--- src/rtl/fp_narrow_pkg.sv ---
package fp_narrow_pkg;

    typedef enum logic [2:0] {
        CL_ZERO = 3'd0,
        CL_SUB  = 3'd1,
        CL_NORM = 3'd2,
        CL_INF  = 3'd3,
        CL_QNAN = 3'd4,
        CL_SNAN = 3'd5
    } fclass_t;

    // Bit order is behaviour: {invalid, overflow, underflow, inexact}
    typedef struct packed {
        logic invalid;
        logic overflow;
        logic underflow;
        logic inexact;
    } exc_t;

endpackage

--- src/rtl/fp_src_classify.sv ---
module fp_src_classify
    import fp_narrow_pkg::*;
#(
    parameter int SE = 11,
    parameter int SF = 52
) (
    input  logic [SE+SF:0] word_i,
    output fclass_t        cls_o,
    output logic           sgn_o,
    output logic [SE-1:0]  exp_o,
    output logic [SF-1:0]  frac_o
);
    always_comb begin
        sgn_o  = word_i[SE+SF];
        exp_o  = word_i[SE+SF-1 -: SE];
        frac_o = word_i[SF-1:0];
        if (&exp_o) begin
            if (frac_o == '0)        cls_o = CL_INF;
            else if (frac_o[SF-1])   cls_o = CL_QNAN;
            else                     cls_o = CL_SNAN;
        end else if (exp_o == '0) begin
            cls_o = (frac_o == '0) ? CL_ZERO : CL_SUB;
        end else begin
            cls_o = CL_NORM;
        end
    end
endmodule

--- src/rtl/fp_narrow_core.sv ---
module fp_narrow_core
    import fp_narrow_pkg::*;
#(
    parameter int SE = 11,
    parameter int SF = 52,
    parameter int DE = 8,
    parameter int DF = 23,
    localparam int DW = 1 + DE + DF
) (
    input  fclass_t        cls_i,
    input  logic           sgn_i,
    input  logic [SE-1:0]  exp_i,
    input  logic [SF-1:0]  frac_i,
    output logic [DW-1:0]  res_o,
    output exc_t           flg_o
);
    localparam int FW      = SF - DF;
    localparam int SBIAS   = (1 << (SE - 1)) - 1;
    localparam int DBIAS   = (1 << (DE - 1)) - 1;
    localparam int REB     = SBIAS - DBIAS;
    localparam int OVF_E   = REB + (1 << DE) - 1;
    localparam int SH0     = REB + FW + 1;
    localparam int CLAMP_E = SH0 - (SF + 1);
    localparam int SHW     = $clog2(SF + 2);

    localparam logic [SE-1:0] REB_V   = SE'(REB);
    localparam logic [SE-1:0] OVF_V   = SE'(OVF_E);
    localparam logic [SE-1:0] CLAMP_V = SE'(CLAMP_E);
    localparam logic [DE-1:0] DMAXE   = {DE{1'b1}};

    logic [SF:0]     mant;
    logic [SE-1:0]   exp_eff;
    logic [SHW-1:0]  sh_c;
    logic            lost;

    always_comb begin
        res_o   = '0;
        flg_o   = '0;
        mant    = {1'b1, frac_i};
        exp_eff = exp_i;
        sh_c    = '0;
        lost    = 1'b0;
        case (cls_i)
            CL_ZERO: res_o = {sgn_i, {(DW-1){1'b0}}};
            CL_INF:  res_o = {sgn_i, DMAXE, {DF{1'b0}}};
            CL_QNAN: res_o = {sgn_i, DMAXE, frac_i[SF-1 -: DF]};
            CL_SNAN: begin
                res_o         = {sgn_i, DMAXE, 1'b1, frac_i[SF-2 -: DF-1]};
                flg_o.invalid = 1'b1;
            end
            default: begin
                if (cls_i == CL_SUB) begin
                    mant    = {1'b0, frac_i};
                    exp_eff = SE'(1);
                end
                if (exp_eff >= OVF_V) begin
                    // truncation toward zero saturates to max finite
                    res_o          = {sgn_i, DMAXE - DE'(1), {DF{1'b1}}};
                    flg_o.overflow = 1'b1;
                    flg_o.inexact  = 1'b1;
                end else if (exp_eff > REB_V) begin
                    lost          = |frac_i[FW-1:0];
                    res_o         = {sgn_i, DE'(exp_eff - REB_V), frac_i[SF-1 -: DF]};
                    res_o[0]      = res_o[0] | lost;
                    flg_o.inexact = lost;
                end else begin
                    if (exp_eff < CLAMP_V) begin
                        lost  = |mant;
                        res_o = {sgn_i, {(DW-1){1'b0}}};
                    end else begin
                        sh_c  = SHW'(SH0 - int'(exp_eff));
                        lost  = |(mant & ~({(SF+1){1'b1}} << sh_c));
                        res_o = {sgn_i, {DE{1'b0}}, DF'(mant >> sh_c)};
                    end
                    res_o[0]        = res_o[0] | lost;
                    flg_o.inexact   = lost;
                    flg_o.underflow = lost;
                end
            end
        endcase
    end
endmodule

--- src/rtl/fp_narrow_rto.sv ---
module fp_narrow_rto
    import fp_narrow_pkg::*;
#(
    parameter int SE = 11,
    parameter int SF = 52,
    parameter int DE = 8,
    parameter int DF = 23,
    localparam int SW = 1 + SE + SF,
    localparam int DW = 1 + DE + DF
) (
    input  logic          clk,
    input  logic          rst_n,
    input  logic          in_valid,
    input  logic [SW-1:0] in_data,
    output logic          out_valid,
    output logic [DW-1:0] out_data,
    output logic [3:0]    flag_pulse,
    output logic [3:0]    flag_sticky
);
    typedef struct packed {
        logic          valid;
        logic [DW-1:0] result;
        exc_t          pulse;
        exc_t          sticky;
    } state_t;

    state_t         st_d, st_q;
    fclass_t        cls;
    logic           sgn;
    logic [SE-1:0]  sexp;
    logic [SF-1:0]  sfrac;
    logic [DW-1:0]  conv_res;
    exc_t           conv_flg;

    fp_src_classify #(.SE(SE), .SF(SF)) u_classify (
        .word_i (in_data),
        .cls_o  (cls),
        .sgn_o  (sgn),
        .exp_o  (sexp),
        .frac_o (sfrac)
    );

    fp_narrow_core #(.SE(SE), .SF(SF), .DE(DE), .DF(DF)) u_core (
        .cls_i  (cls),
        .sgn_i  (sgn),
        .exp_i  (sexp),
        .frac_i (sfrac),
        .res_o  (conv_res),
        .flg_o  (conv_flg)
    );

    always_comb begin
        st_d       = st_q;
        st_d.valid = in_valid;
        st_d.pulse = '0;
        if (in_valid) begin
            st_d.result = conv_res;
            st_d.pulse  = conv_flg;
            st_d.sticky = st_q.sticky | conv_flg;
        end
    end

    always_ff @(posedge clk) begin
        if (!rst_n) st_q <= '0;
        else        st_q <= st_d;
    end

    assign out_valid   = st_q.valid;
    assign out_data    = st_q.result;
    assign flag_pulse  = st_q.pulse;
    assign flag_sticky = st_q.sticky;

    p_latency_r9: assert property (@(posedge clk) disable iff (!rst_n)
        in_valid |=> out_valid);
    p_idle_r9: assert property (@(posedge clk) disable iff (!rst_n)
        !in_valid |=> !out_valid);
    p_quiet_pulse_r9: assert property (@(posedge clk) disable iff (!rst_n)
        !out_valid |-> (flag_pulse == 4'b0));
    p_sticky_keep_r10: assert property (@(posedge clk) disable iff (!rst_n)
        1'b1 |=> ((flag_sticky & $past(flag_sticky)) == $past(flag_sticky)));
    p_sticky_cover_r10: assert property (@(posedge clk) disable iff (!rst_n)
        (flag_sticky & flag_pulse) == flag_pulse);
    p_ovf_sat_r3: assert property (@(posedge clk) disable iff (!rst_n)
        flag_pulse[2] |-> (flag_pulse[0] && out_data[DW-2:0] == {{(DE-1){1'b1}}, 1'b0, {DF{1'b1}}}));
    p_unf_tiny_r4: assert property (@(posedge clk) disable iff (!rst_n)
        flag_pulse[1] |-> (flag_pulse[0] && out_data[DW-2 -: DE] == '0));
    p_odd_lsb_r2: assert property (@(posedge clk) disable iff (!rst_n)
        (out_valid && flag_pulse[0] && !flag_pulse[3]) |-> out_data[0]);
    p_quiet_nan_r7: assert property (@(posedge clk) disable iff (!rst_n)
        flag_pulse[3] |-> (&out_data[DW-2 -: DE] && out_data[DF-1] && flag_pulse[2:0] == 3'b0));
endmodule

--- config.mk ---
export PLATFORM = sky130hd
export DESIGN_NAME = fp_narrow_rto
export DESIGN_NICKNAME = d
export VERILOG_FILES = /design/src/rtl/fp_narrow_pkg.sv /design/src/rtl/fp_src_classify.sv /design/src/rtl/fp_narrow_core.sv /design/src/rtl/fp_narrow_rto.sv
export SDC_FILE = /design/constraint.sdc
export NUM_CORES = 1
export LEC_CHECK = 0
export BUFFER_PORTS_ARGS = -buffer_cell sky130_fd_sc_hd__buf_2
export CAP_MARGIN = 10
export CELL_PAD_IN_SITES_DETAIL_PLACEMENT = 0
export CELL_PAD_IN_SITES_GLOBAL_PLACEMENT = 1
export CORE_MARGIN = 4
export CORE_UTILIZATION = 41
export CTS_CLUSTER_DIAMETER = 80
export DETAILED_ROUTE_END_ITERATION = 10
export HOLD_SLACK_MARGIN = 0.12
export PLACE_DENSITY_LB_ADDON = 0.1
export SLEW_MARGIN = 20
export SYNTH_ARGS = -nofsm -noshare
export SYNTH_HDL_FRONTEND = slang
export SYNTH_SLANG_ARGS = --single-unit
--- constraint.sdc ---
create_clock -name clk -period 7.66 [get_ports clk]
set_clock_uncertainty 0.05 [all_clocks]
set_input_delay 1.532 -clock clk [delete_from_list [all_inputs] [get_ports clk]]
set_output_delay 1.532 -clock clk [all_outputs]
set_load 0.02 [all_outputs]
==> flow_summary.yaml, run 1 <==
sta:
  min_period_over_period_pct: 85.47
  worst-slew-pin-transition_ps: 972.5
  grt_setup_unrepaired: "no"
  setup_viol: 0
  max_freq_ghz: 0.1527
  slew-limit-headroom_pct: 33.49
  hold_violations: 0
  fin_crit_ps: 6547
  finalSetupTns_ps: 0
  drv_slew: 0
route:
  first_iter_violations: 1123
  drtPass1Iterations: 8
  vias_per_cell: 7.180
  wl_per_cell_um: 27.49
  ant_nets: 0
  num_vias: 7912
  drt-total-wl_mm: 30.30
  drc: 0
grt:
  overflow: 0
  grt_pass1_vias: 7266
  grt_max_degree: 56
  grt_use_total_pct: 35.29
  antenna_found_initial: 1
  grt_pass1_wl_mm: 44.78
pwr:
  p_leak_nw: 2.708
  combinationalPowerShare_pct: 52.2
  peakVddDrop_uv: 95.92
  p_per_area_nw_per_um2: 141.2
  clockPowerShare_pct: 22.7
  p_sw_share_pct: 45.76
  seqPwrFrac_pct: 25.0
  switchingPower_w: 0.0004351
  power.internal_w: 0.0005156
setup_path:
  cp-end-kind: "register"
  crit_required_ps: 7770
  path_class: "in2reg"
  worst_setup_path_start_kind: "input pin"
  cp_max_fo: 18
  cp.arrival_ps: 6660
outcome:
  status: "finished clean"
hold_path:
  min_path_type: "reg2reg"
finish:
  nFillCells: 1490
  syn2layout_area_growth_pct: 14.46
  nets: 993
  num_antenna_cells: 0
  layout-drive-gt1-share_pct: 19.52
  utilization_pct: 48.14
  stdcell_count: 1102
  final_common_cell: "buf_2"
  layout_common_cells: "107 x buf_2, 104 x nand2_1, 86 x a21oi_1"
synth:
  syn_inst: 866
  synth_fp_nets: 938
  syn_area_um2: 5883
  synthArstFlopShare_pct: 0
  synthFlopType: "dfxtp_1"
  yosysSeqAreaShare_pct: 13.95
  yosysWarnings: 0
  synth_seq_cells: 41
  synth.distinct_cells: 70
  synth-edff-count: 0
  avgSynthCellArea_um2: 6.793
clock_network:
  postCtsSetupRepairBufs: 0
  ctsHtreeMaxLevel: 2
  cts_sinks: 41
  cts_tree: "yes"
  hold_buffers: 0
  clockRootBuffer: "clkbuf_16"
  cts_buffers: 5
  clk_pin_slew_ps: 60
  clk_path_buf_depth: 2
  cts_resized: 0
  insertion_delay_ps: 290
die:
  die_area_um2: 16330
  core-area_um2: 13990
  start_util_pct: 42.06
  die_h_um: 127.8
  ioPinCount: 108
  core.rowCount: 43
  die_w_um: 127.8
placed_design:
  numPortBuffers: 107
  dpl.cell_count: 1094
  place_congestion: 1.061
  dp_hpwl_mm: 22.50
run:
  max_cap_viol_count: 0
-- cell usage after synthesis, types with 4 or more instances --
| master | count | area, um2 |
|---|---|---|
| buf_2 | 5 | 25.02 |
| a22o_1 | 7 | 61.31 |
| and2_1 | 5 | 31.28 |
| dfxtp_1 | 41 | 820.8 |
| clkbuf_1 | 67 | 251.5 |
| nand2b_1 | 6 | 37.54 |
| ha_1 | 5 | 62.56 |
| a2111oi_0 | 5 | 43.79 |
| a31oi_1 | 23 | 143.9 |
| nand4_1 | 13 | 81.33 |
| xnor2_1 | 4 | 35.03 |
| nor2_1 | 59 | 221.5 |
| mux2i_1 | 55 | 550.5 |
| buf_1 | 12 | 45.04 |
| a41oi_1 | 5 | 43.79 |
| o211ai_1 | 19 | 142.6 |
| o21ai_0 | 73 | 365.4 |
| o31ai_1 | 10 | 75.07 |
| nand3_1 | 30 | 150.1 |
| a22oi_1 | 12 | 90.09 |
| and3_1 | 5 | 31.28 |
| a211oi_1 | 21 | 157.7 |
| and4_1 | 12 | 105.1 |
| o2111ai_1 | 10 | 87.58 |
| o22ai_1 | 13 | 81.33 |
| nand2_1 | 104 | 390.4 |
| mux2_2 | 13 | 146.4 |
| nor3_1 | 18 | 90.09 |
| a21oi_1 | 86 | 430.4 |
| a211o_1 | 10 | 87.58 |
| inv_1 | 19 | 71.32 |
| mux4_2 | 7 | 157.7 |
| a21o_1 | 5 | 37.54 |
| nor4_1 | 15 | 93.84 |
| a221oi_1 | 12 | 105.1 |
-- layout make-up --
| class | instances | area [um2] | share of cell area, % |
|---|---|---|---|
| Multi-Input combinational cell | 719 | 4713 | 69.99 |
| Sequential cell | 41 | 820.8 | 12.19 |
| Timing Repair Buffer | 133 | 743.2 | 11.04 |
| Tap cell | 180 | 225.2 | 3.344 |
| Clock buffer | 5 | 125.1 | 1.858 |
| Inverter | 21 | 81.33 | 1.208 |
| Clock inverter | 3 | 25.02 | 0.3716 |
-- final timing paths --
check | slack (ps) | from | end | cells past startpoint
min | 400 | flag_sticky[2]$_SDFFE_PN0P_ | flag_sticky[2]$_SDFFE_PN0P_ | 1
max reg2reg | 6230 | out_data[1]$_SDFFE_PN0P_ | out_data[1]$_SDFFE_PN0P_ | 3
max | 1110 | in_data[29] | flag_sticky[0]$_SDFFE_PN0P_ | 15
min reg2reg | 400 | flag_sticky[2]$_SDFFE_PN0P_ | flag_sticky[2]$_SDFFE_PN0P_ | 1
-- state kept, by name (all words and copies together), names as in the netlist --
register / count
flag_pulse: 4
flag_sticky: 4
out_valid: 1
out_data: 32
-- worst max-delay path: stages --
cell and delay, ps:
buf_2 180, nor4_1 610, and4_1 360, nand4_4 180
a21oi_4 490, inv_4 40, ha_1 450, xor2_4 510
nand2b_1 240, a222oi_1 390, o22ai_1 120, or4b_1 480
nor4_1 610, and4_1 330, o221ai_1 120
-- per-stage QoR --
step	hold slack, ps	setup slack (ps)	cell area [um2]	power [W]
final	398.3	1113	6734	0.0009507
after detailed placement	385.2	904.8	6584	0.0007197
after CTS	400.5	1193	6734	0.0009372
after global placement	380.7	996.3	6584	0.0007205
after global routing	412.5	795.3	6734	0.0009895
after floorplan	522.1	1627	5883	0.0005456
-- cells by family (layout without fill, tap and decap cells) --
family,Yosys count,count (layout),share of synthesized area [%]
and+or+nand+nor,284,284,23.52
adders and majority gates,5,5,1.063
buffers and inverters,106,162,7.039
xor gates and xnor gates,5,5,0.7443
AOI/OAI and AO/OA,350,350,39.15
muxes,75,75,14.53
DFF,41,41,13.95
-- routing by layer --
layer | track usage (%) | vias up | wire (um)
li1 | - | 3469 | -
met1 | 47.00 | 3736 | 11830
met2 | 54.65 | 581 | 13380
met3 | 8.500 | 124 | 3385
met4 | 14.54 | 2 | 1682
met5 | 0 | - | 18
-- power groups by stage --
stage          Sequential (W)  Combinational (W)  Clock (W)
4_1_cts              0.000238           0.000480   0.000220
5_1_grt              0.000239           0.000523   0.000227
6_report             0.000238           0.000497   0.000216
2_1_floorplan        0.000261           0.000285          0
3_3_place_gp         0.000242           0.000479          0
3_5_place_dp         0.000242           0.000478          0
No activity file was read; power rests on OpenSTA's default activity.
==> run 2: changes to the inputs <==
--- a/config.mk
+++ b/config.mk
@@ -10,12 +10,14 @@
 export CELL_PAD_IN_SITES_DETAIL_PLACEMENT = 0
 export CELL_PAD_IN_SITES_GLOBAL_PLACEMENT = 1
 export CORE_MARGIN = 4
-export CORE_UTILIZATION = 41
-export CTS_CLUSTER_DIAMETER = 80
+export CORE_UTILIZATION = 43
+export CTS_CLUSTER_DIAMETER = 30
+export CTS_CLUSTER_SIZE = 40
 export DETAILED_ROUTE_END_ITERATION = 10
 export HOLD_SLACK_MARGIN = 0.12
 export PLACE_DENSITY_LB_ADDON = 0.1
 export SLEW_MARGIN = 20
 export SYNTH_ARGS = -nofsm -noshare
 export SYNTH_HDL_FRONTEND = slang
+export SYNTH_HIERARCHICAL = 1
 export SYNTH_SLANG_ARGS = --single-unit
==> run 2 against run 1 <==
  * Register-to-register slack better by 740 ps
  * Global-route usage is 3.2 points lower
  * Setup slack worse by 82 ps
==> flow_summary.yaml, run 2 <==
outcome:
  status: "finished clean"
route:
  wl_per_cell_um: 26.07
  drtPass1Iterations: 5
  ant_nets: 0
  drc: 0
  num_vias: 8121
  drt-total-wl_mm: 30.43
  first_iter_violations: 1191
  vias_per_cell: 6.959
clock_network:
  clockRootBuffer: "clkbuf_16"
  clk_pin_slew_ps: 60
  ctsHtreeMaxLevel: 2
  postCtsSetupRepairBufs: 0
  hold_buffers: 0
  cts_resized: 0
  cts_sinks: 41
  clk_path_buf_depth: 2
  insertion_delay_ps: 280
  cts_buffers: 5
  cts_tree: "yes"
setup_path:
  cp-end-kind: "register"
  path_class: "in2reg"
  cp.arrival_ps: 6750
  r2r_cells: 2
  cp_max_fo: 66
  crit_required_ps: 7780
  worst_setup_path_start_kind: "input pin"
pwr:
  switchingPower_w: 0.0004288
  clockPowerShare_pct: 21.8
  power.internal_w: 0.0005307
  seqPwrFrac_pct: 24.6
  combinationalPowerShare_pct: 53.5
  p_per_area_nw_per_um2: 133.6
  p_sw_share_pct: 44.69
  p_leak_nw: 2.882
  total_power_w: 0.0009595
  peakVddDrop_uv: 113.8
die:
  die_w_um: 135.5
  core-area_um2: 15890
  core.rowCount: 46
  start_util_pct: 43.99
  ioPinCount: 108
  die_area_um2: 18350
  die_h_um: 135.5
run:
  max_cap_viol_count: 0
finish:
  largest_register_ffs: 32
  num_antenna_cells: 0
  nets: 1019
  syn2layout_area_growth_pct: 2.775
  stdcell_count: 1167
  layout_common_cells: "107 x buf_2, 80 x mux2i_1, 69 x nand2_1"
  final_common_cell: "buf_2"
  layout-drive-gt1-share_pct: 18.82
synth:
  netlist.area_leader.share_pct: 11.75
  synth_area_leader_cell: "dfxtp_1"
  synth_fp_nets: 1042
  synth_area_leaders: "dfxtp_1 12%, mux2i_1 11%, buf_4 7.1%, a21oi_1 4.8%, a211oi_1 4.3%"
  synthArstFlopShare_pct: 0
  synth-edff-count: 0
  syn_area_um2: 6988
  synth.distinct_cells: 79
  ys_top_cells_by_count: "80 x mux2i_1, 69 x nand2_1, 68 x clkbuf_1, 67 x a21oi_1, 66 x buf_4"
  synth_seq_cells: 41
  avgSynthCellArea_um2: 7.182
  yosysSeqAreaShare_pct: 11.75
  syn_inst: 973
  yosysWarnings: 6
  synthFlopType: "dfxtp_1"
  synth_most_common_cell: "mux2i_1"
grt:
  antenna_found_initial: 0
  grt_max_degree: 75
  overflow: 0
  grt_pass1_wl_mm: 46.02
  grt_use_total_pct: 32.12
  grt_pass1_vias: 7562
placed_design:
  dp_slack_ps: 868.2
  numPortBuffers: 107
  dpl.cell_count: 1159
  dp_hpwl_mm: 22.24
  place_congestion: 0.9817
sta:
  min_period_over_period_pct: 86.54
  slew-limit-headroom_pct: 28.05
  worst-slew-pin-transition_ps: 1079
  fin_crit_ps: 6629
  fin_ws_ps: 1031
  drv_slew: 0
  grt_setup_unrepaired: "no"
  hold_violations: 0
  hold_ws_ps: 452.1
  finalSetupTns_ps: 0
  setup_viol: 0
  max_freq_ghz: 0.1509
hold_path:
  whs_path_depth: 2
  min_path_type: "reg2reg"
run 2: changes by cell type after synthesis, moves of 12 or more:
cell / previous run / this run
nor2_1: 59 / 46
buf_4: 0 / 66
mux2i_1: 55 / 80
a211oi_1: 21 / 40
nand3_1: 30 / 17
a21oi_1: 86 / 67
nor2b_1: 3 / 48
o21ai_0: 73 / 56
nand2b_1: 6 / 21
nand2_1: 104 / 69
and4_1: 12 / 0
o211ai_1: 19 / 7
and3_1: 5 / 22
run 2: final cells by class:
type / count / area [um2]
Multi-Input combinational cell: 760 / 5195
Clock buffer: 5 / 125.1
Timing Repair Buffer: 128 / 693.2
Sequential cell: 41 / 820.8
Clock inverter: 3 / 25.02
Fill cell: 1696 / 8703
Tap cell: 216 / 270.3
Inverter: 14 / 52.55
run 2: final timing paths:
| kind | startpoint | to | slack (ps) |
|---|---|---|---|
| min | flag_sticky[3]$_SDFFE_PN0P_ | flag_sticky[3]$_SDFFE_PN0P_ | 450 |
| max | in_data[9] | out_data[6]$_SDFFE_PN0P_ | 1030 |
| min reg2reg | flag_sticky[3]$_SDFFE_PN0P_ | flag_sticky[3]$_SDFFE_PN0P_ | 450 |
| max reg2reg | out_data[24]$_SDFFE_PN0P_ | out_data[24]$_SDFFE_PN0P_ | 6970 |
run 2: power groups by stage:
stage	sequential (W)	clock, W	combinational, W
after floorplan	0.000260	0	0.000342
final	0.000236	0.000210	0.000513
after detailed placement	0.000241	0	0.000496
after global routing	0.000238	0.000228	0.000545
after global placement	0.000240	0	0.000497
after CTS	0.000236	0.000217	0.000498
run 2: logic make-up after synthesis:
kind of cell / count (synthesis) / share of synthesized area [%]
buf+inv: 172 / 14.07
compound gates: 314 / 30.24
flops: 41 / 11.75
mux: 95 / 15.49
xor+xnor: 9 / 1.236
simple gates: 339 / 26.71
fa+ha+maj: 3 / 0.5013
run 2: layer usage:
metal  vias to the layer above  wire [um]  track usage, %
met4                         0       1061           11.20
met5                         -          0               0
met2                       544      13370           47.84
li1                       3580          -               -
met3                        67       3128           6.798
met1                      3930      12870           45.82
run 2: critical path, stage by stage:
cell and delay [ps]:
buf_2 140, nor4_2 290, nand4_1 200, nor4_2 510, o21a_1 460, or3b_2 220
buf_4 580, nand2_1 630, buf_4 400, a211oi_1 300, a21oi_1 170, mux2i_1 320
mux2i_1 220, a221oi_1 360, o21ai_1 140, mux2i_1 170, nor2b_1 60
run 2: metrics by stage:
step / cell area (um2) / util, %
global placement: 7032 / 44.27
floorplan: 6988 / -
global route: 7182 / 45.21
detailed placement: 7032 / 44.27
CTS: 7182 / 45.21
finish: 7182 / 45.21
==> run 3: changes to the inputs <==
--- a/config.mk
+++ b/config.mk
@@ -10,7 +10,7 @@
 export CELL_PAD_IN_SITES_DETAIL_PLACEMENT = 0
 export CELL_PAD_IN_SITES_GLOBAL_PLACEMENT = 1
 export CORE_MARGIN = 4
-export CORE_UTILIZATION = 43
+export CORE_UTILIZATION = 33
 export CTS_CLUSTER_DIAMETER = 30
 export CTS_CLUSTER_SIZE = 40
 export DETAILED_ROUTE_END_ITERATION = 10
==> run 3 against run 2 <==
  * Setup slack got worse by 150 ps
  * Clock-buffer cell count did not move
  * Global-route usage fell by 6.4 points
  * Fmax fell by 2.2%
  * Critical path type unchanged
  * Cell count rose by 5.1%
  * Via count fell by 2.8%
  * Clock power barely moved
  * Total power rose by 0.44%
  * Worst hold slack improved by 0.51 ps
  * Sequential share of layout area fell by 0.16 points
  * Die area rose by 28%
==> flow_summary.yaml, run 3 (synthesis results as in run 2) <==
placed_design:
  dpl_cell_area_um2: 7137
  dp_hpwl_mm: 23.07
  place_congestion: 0.9526
  dpl.cell_count: 1218
  numPortBuffers: 107
die:
  die_area_um2: 23570
  core.rowCount: 52
  die_h_um: 153.5
  ioPinCount: 108
  core-area_um2: 20560
  start_util_pct: 33.99
  die_w_um: 153.5
outcome:
  status: "finished clean"
finish:
  syn2layout_area_growth_pct: 4.226
  final_cell_area_um2: 7283
  final_common_cell: "buf_2"
  num_antenna_cells: 0
  layout-drive-gt1-share_pct: 19.25
  nets: 1024
  largest_register_ffs: 32
  stdcell_count: 1226
  layout_common_cells: "107 x buf_2, 80 x mux2i_1, 69 x nand2_1"
setup_path:
  critical_path.slowest_cell: "or4_1"
  cp_max_fo: 7
  r2r-start: "out_data[0]$_SDFFE_PN0P_"
  r2r_slack_ps: 6970
  cpMostUsedCell: "or4_1"
  path_class: "in2reg"
  worst_setup_path_start_kind: "input pin"
  crit_required_ps: 7780
  r2r_cells: 2
  regToRegEndpoint: "out_data[0]$_SDFFE_PN0P_"
  cp-end-kind: "register"
  cp_cell_sequence: "buf_2 -> nor4_1 -> nand4_1 -> nor4_2 -> nor2_1 -> or3b_2 -> nand3_1 -> ha_1 -> or3b_1 -> nand4_1 -> o2111ai_1 -> or4_1 -> or4_1 -> or4_1 -> o21ai_2 -> nand4b_1 -> mux2i_1 -> nor2b_1"
  critical-path-max-stage-delay_ps: 610
  cp.arrival_ps: 6900
clock_network:
  cts_buffers: 5
  hold_buffers: 0
  postCtsSetupRepairBufs: 0
  clk_path_buf_depth: 2
  clk_pin_slew_ps: 70
  insertion_delay_ps: 290
  cts_resized: 0
  cts_tree: "yes"
  cts_sinks: 41
  ctsHtreeMaxLevel: 2
  clockRootBuffer: "clkbuf_16"
run:
  max_cap_viol_count: 0
pwr:
  p_leak_nw: 2.905
  total_power_w: 0.0009637
  peakVddDrop_uv: 93.84
  p_per_area_nw_per_um2: 132.3
route:
  drtPass1Iterations: 5
  drt-total-wl_mm: 32.07
  first_iter_violations: 1017
  num_vias: 7895
  vias_per_cell: 6.440
  wl_per_cell_um: 26.16
  drc: 0
  ant_nets: 0
sta:
  worst-slew-pin-transition_ps: 1089
  grt_setup_unrepaired: "no"
  finalSetupTns_ps: 0
  hold_violations: 0
  slew-limit-headroom_pct: 27.42
  fin_crit_ps: 6777
  setup_viol: 0
  drv_slew: 0
  min_period_over_period_pct: 88.47
  max_freq_ghz: 0.1476
  hold_ws_ps: 452.6
grt:
  grt_max_degree: 66
  grt_pass1_wl_mm: 48.07
  antenna_found_initial: 0
  grt_use_total_pct: 25.70
  grt_pass1_vias: 7474
  overflow: 0
hold_path:
  min_path_type: "reg2reg"
  hp-start: "flag_sticky[2]$_SDFFE_PN0P_"
  whs_path_depth: 2
  holdPathEnd: "flag_sticky[2]$_SDFFE_PN0P_"
-- run 3: through the flow --
step / setup WS, ps / util (%)
6_report: 883.5 / 35.42
4_1_cts: 1013 / 35.42
3_3_place_gp: 847.1 / 34.71
2_1_floorplan: 853.3 / -
5_1_grt: 675.6 / 35.42
3_5_place_dp: 722.2 / 34.71
-- run 3: cell type report --
type | count | area (um2)
well taps | 270 | 337.8
repair buffers | 133 | 730.7
multi-input cells | 760 | 5195
fillers | 2324 | 13280
clock buffers | 5 | 125.1
inverters | 14 | 52.55
clock inverters | 3 | 21.27
flip-flops and latches | 41 | 820.8
-- run 3: per-layer routing --
metal | GRT usage, % | part of all wire (%) | up-vias
li1 | - | - | 3591
met1 | 36.37 | 44 | 3818
met2 | 41.63 | 46 | 439
met3 | 4.216 | 7.9 | 47
met4 | 4.794 | 2.0 | 0
met5 | 0 | 0 | -
-- run 3: power by group --
part | internal, W | leakage, nW | switching [W] | total (W)
sequential | 0.000229 | 0.339 | 0.00000753 | 0.000237
clock | 0.000121 | 0.0702 | 0.0000871 | 0.000208
combinational | 0.000181 | 2.50 | 0.000338 | 0.000519
total | 0.000531 | 2.91 | 0.000432 | 0.000964
-- run 3: worst max-delay path by stage --
stage                                           to  slack [ps]         from
final                     out_data[0]$_SDFFE_PN0P_         880  in_data[13]
after global routing      out_data[0]$_SDFFE_PN0P_         680  in_data[13]
after CTS                 out_data[0]$_SDFFE_PN0P_        1010  in_data[13]
after detailed placement  out_data[0]$_SDFFE_PN0P_         720  in_data[13]
after global placement    out_data[0]$_SDFFE_PN0P_         850  in_data[13]
after floorplan           out_data[0]$_SDFFE_PN0P_         850   in_data[1]
-- run 3: critical path, delay by kind of cell --
family          cells  cell delay (ps)
mux                 1              140
compound gates      2              370
buf+inv             1              150
simple gates       13             4400
fa+ha+maj           1              300
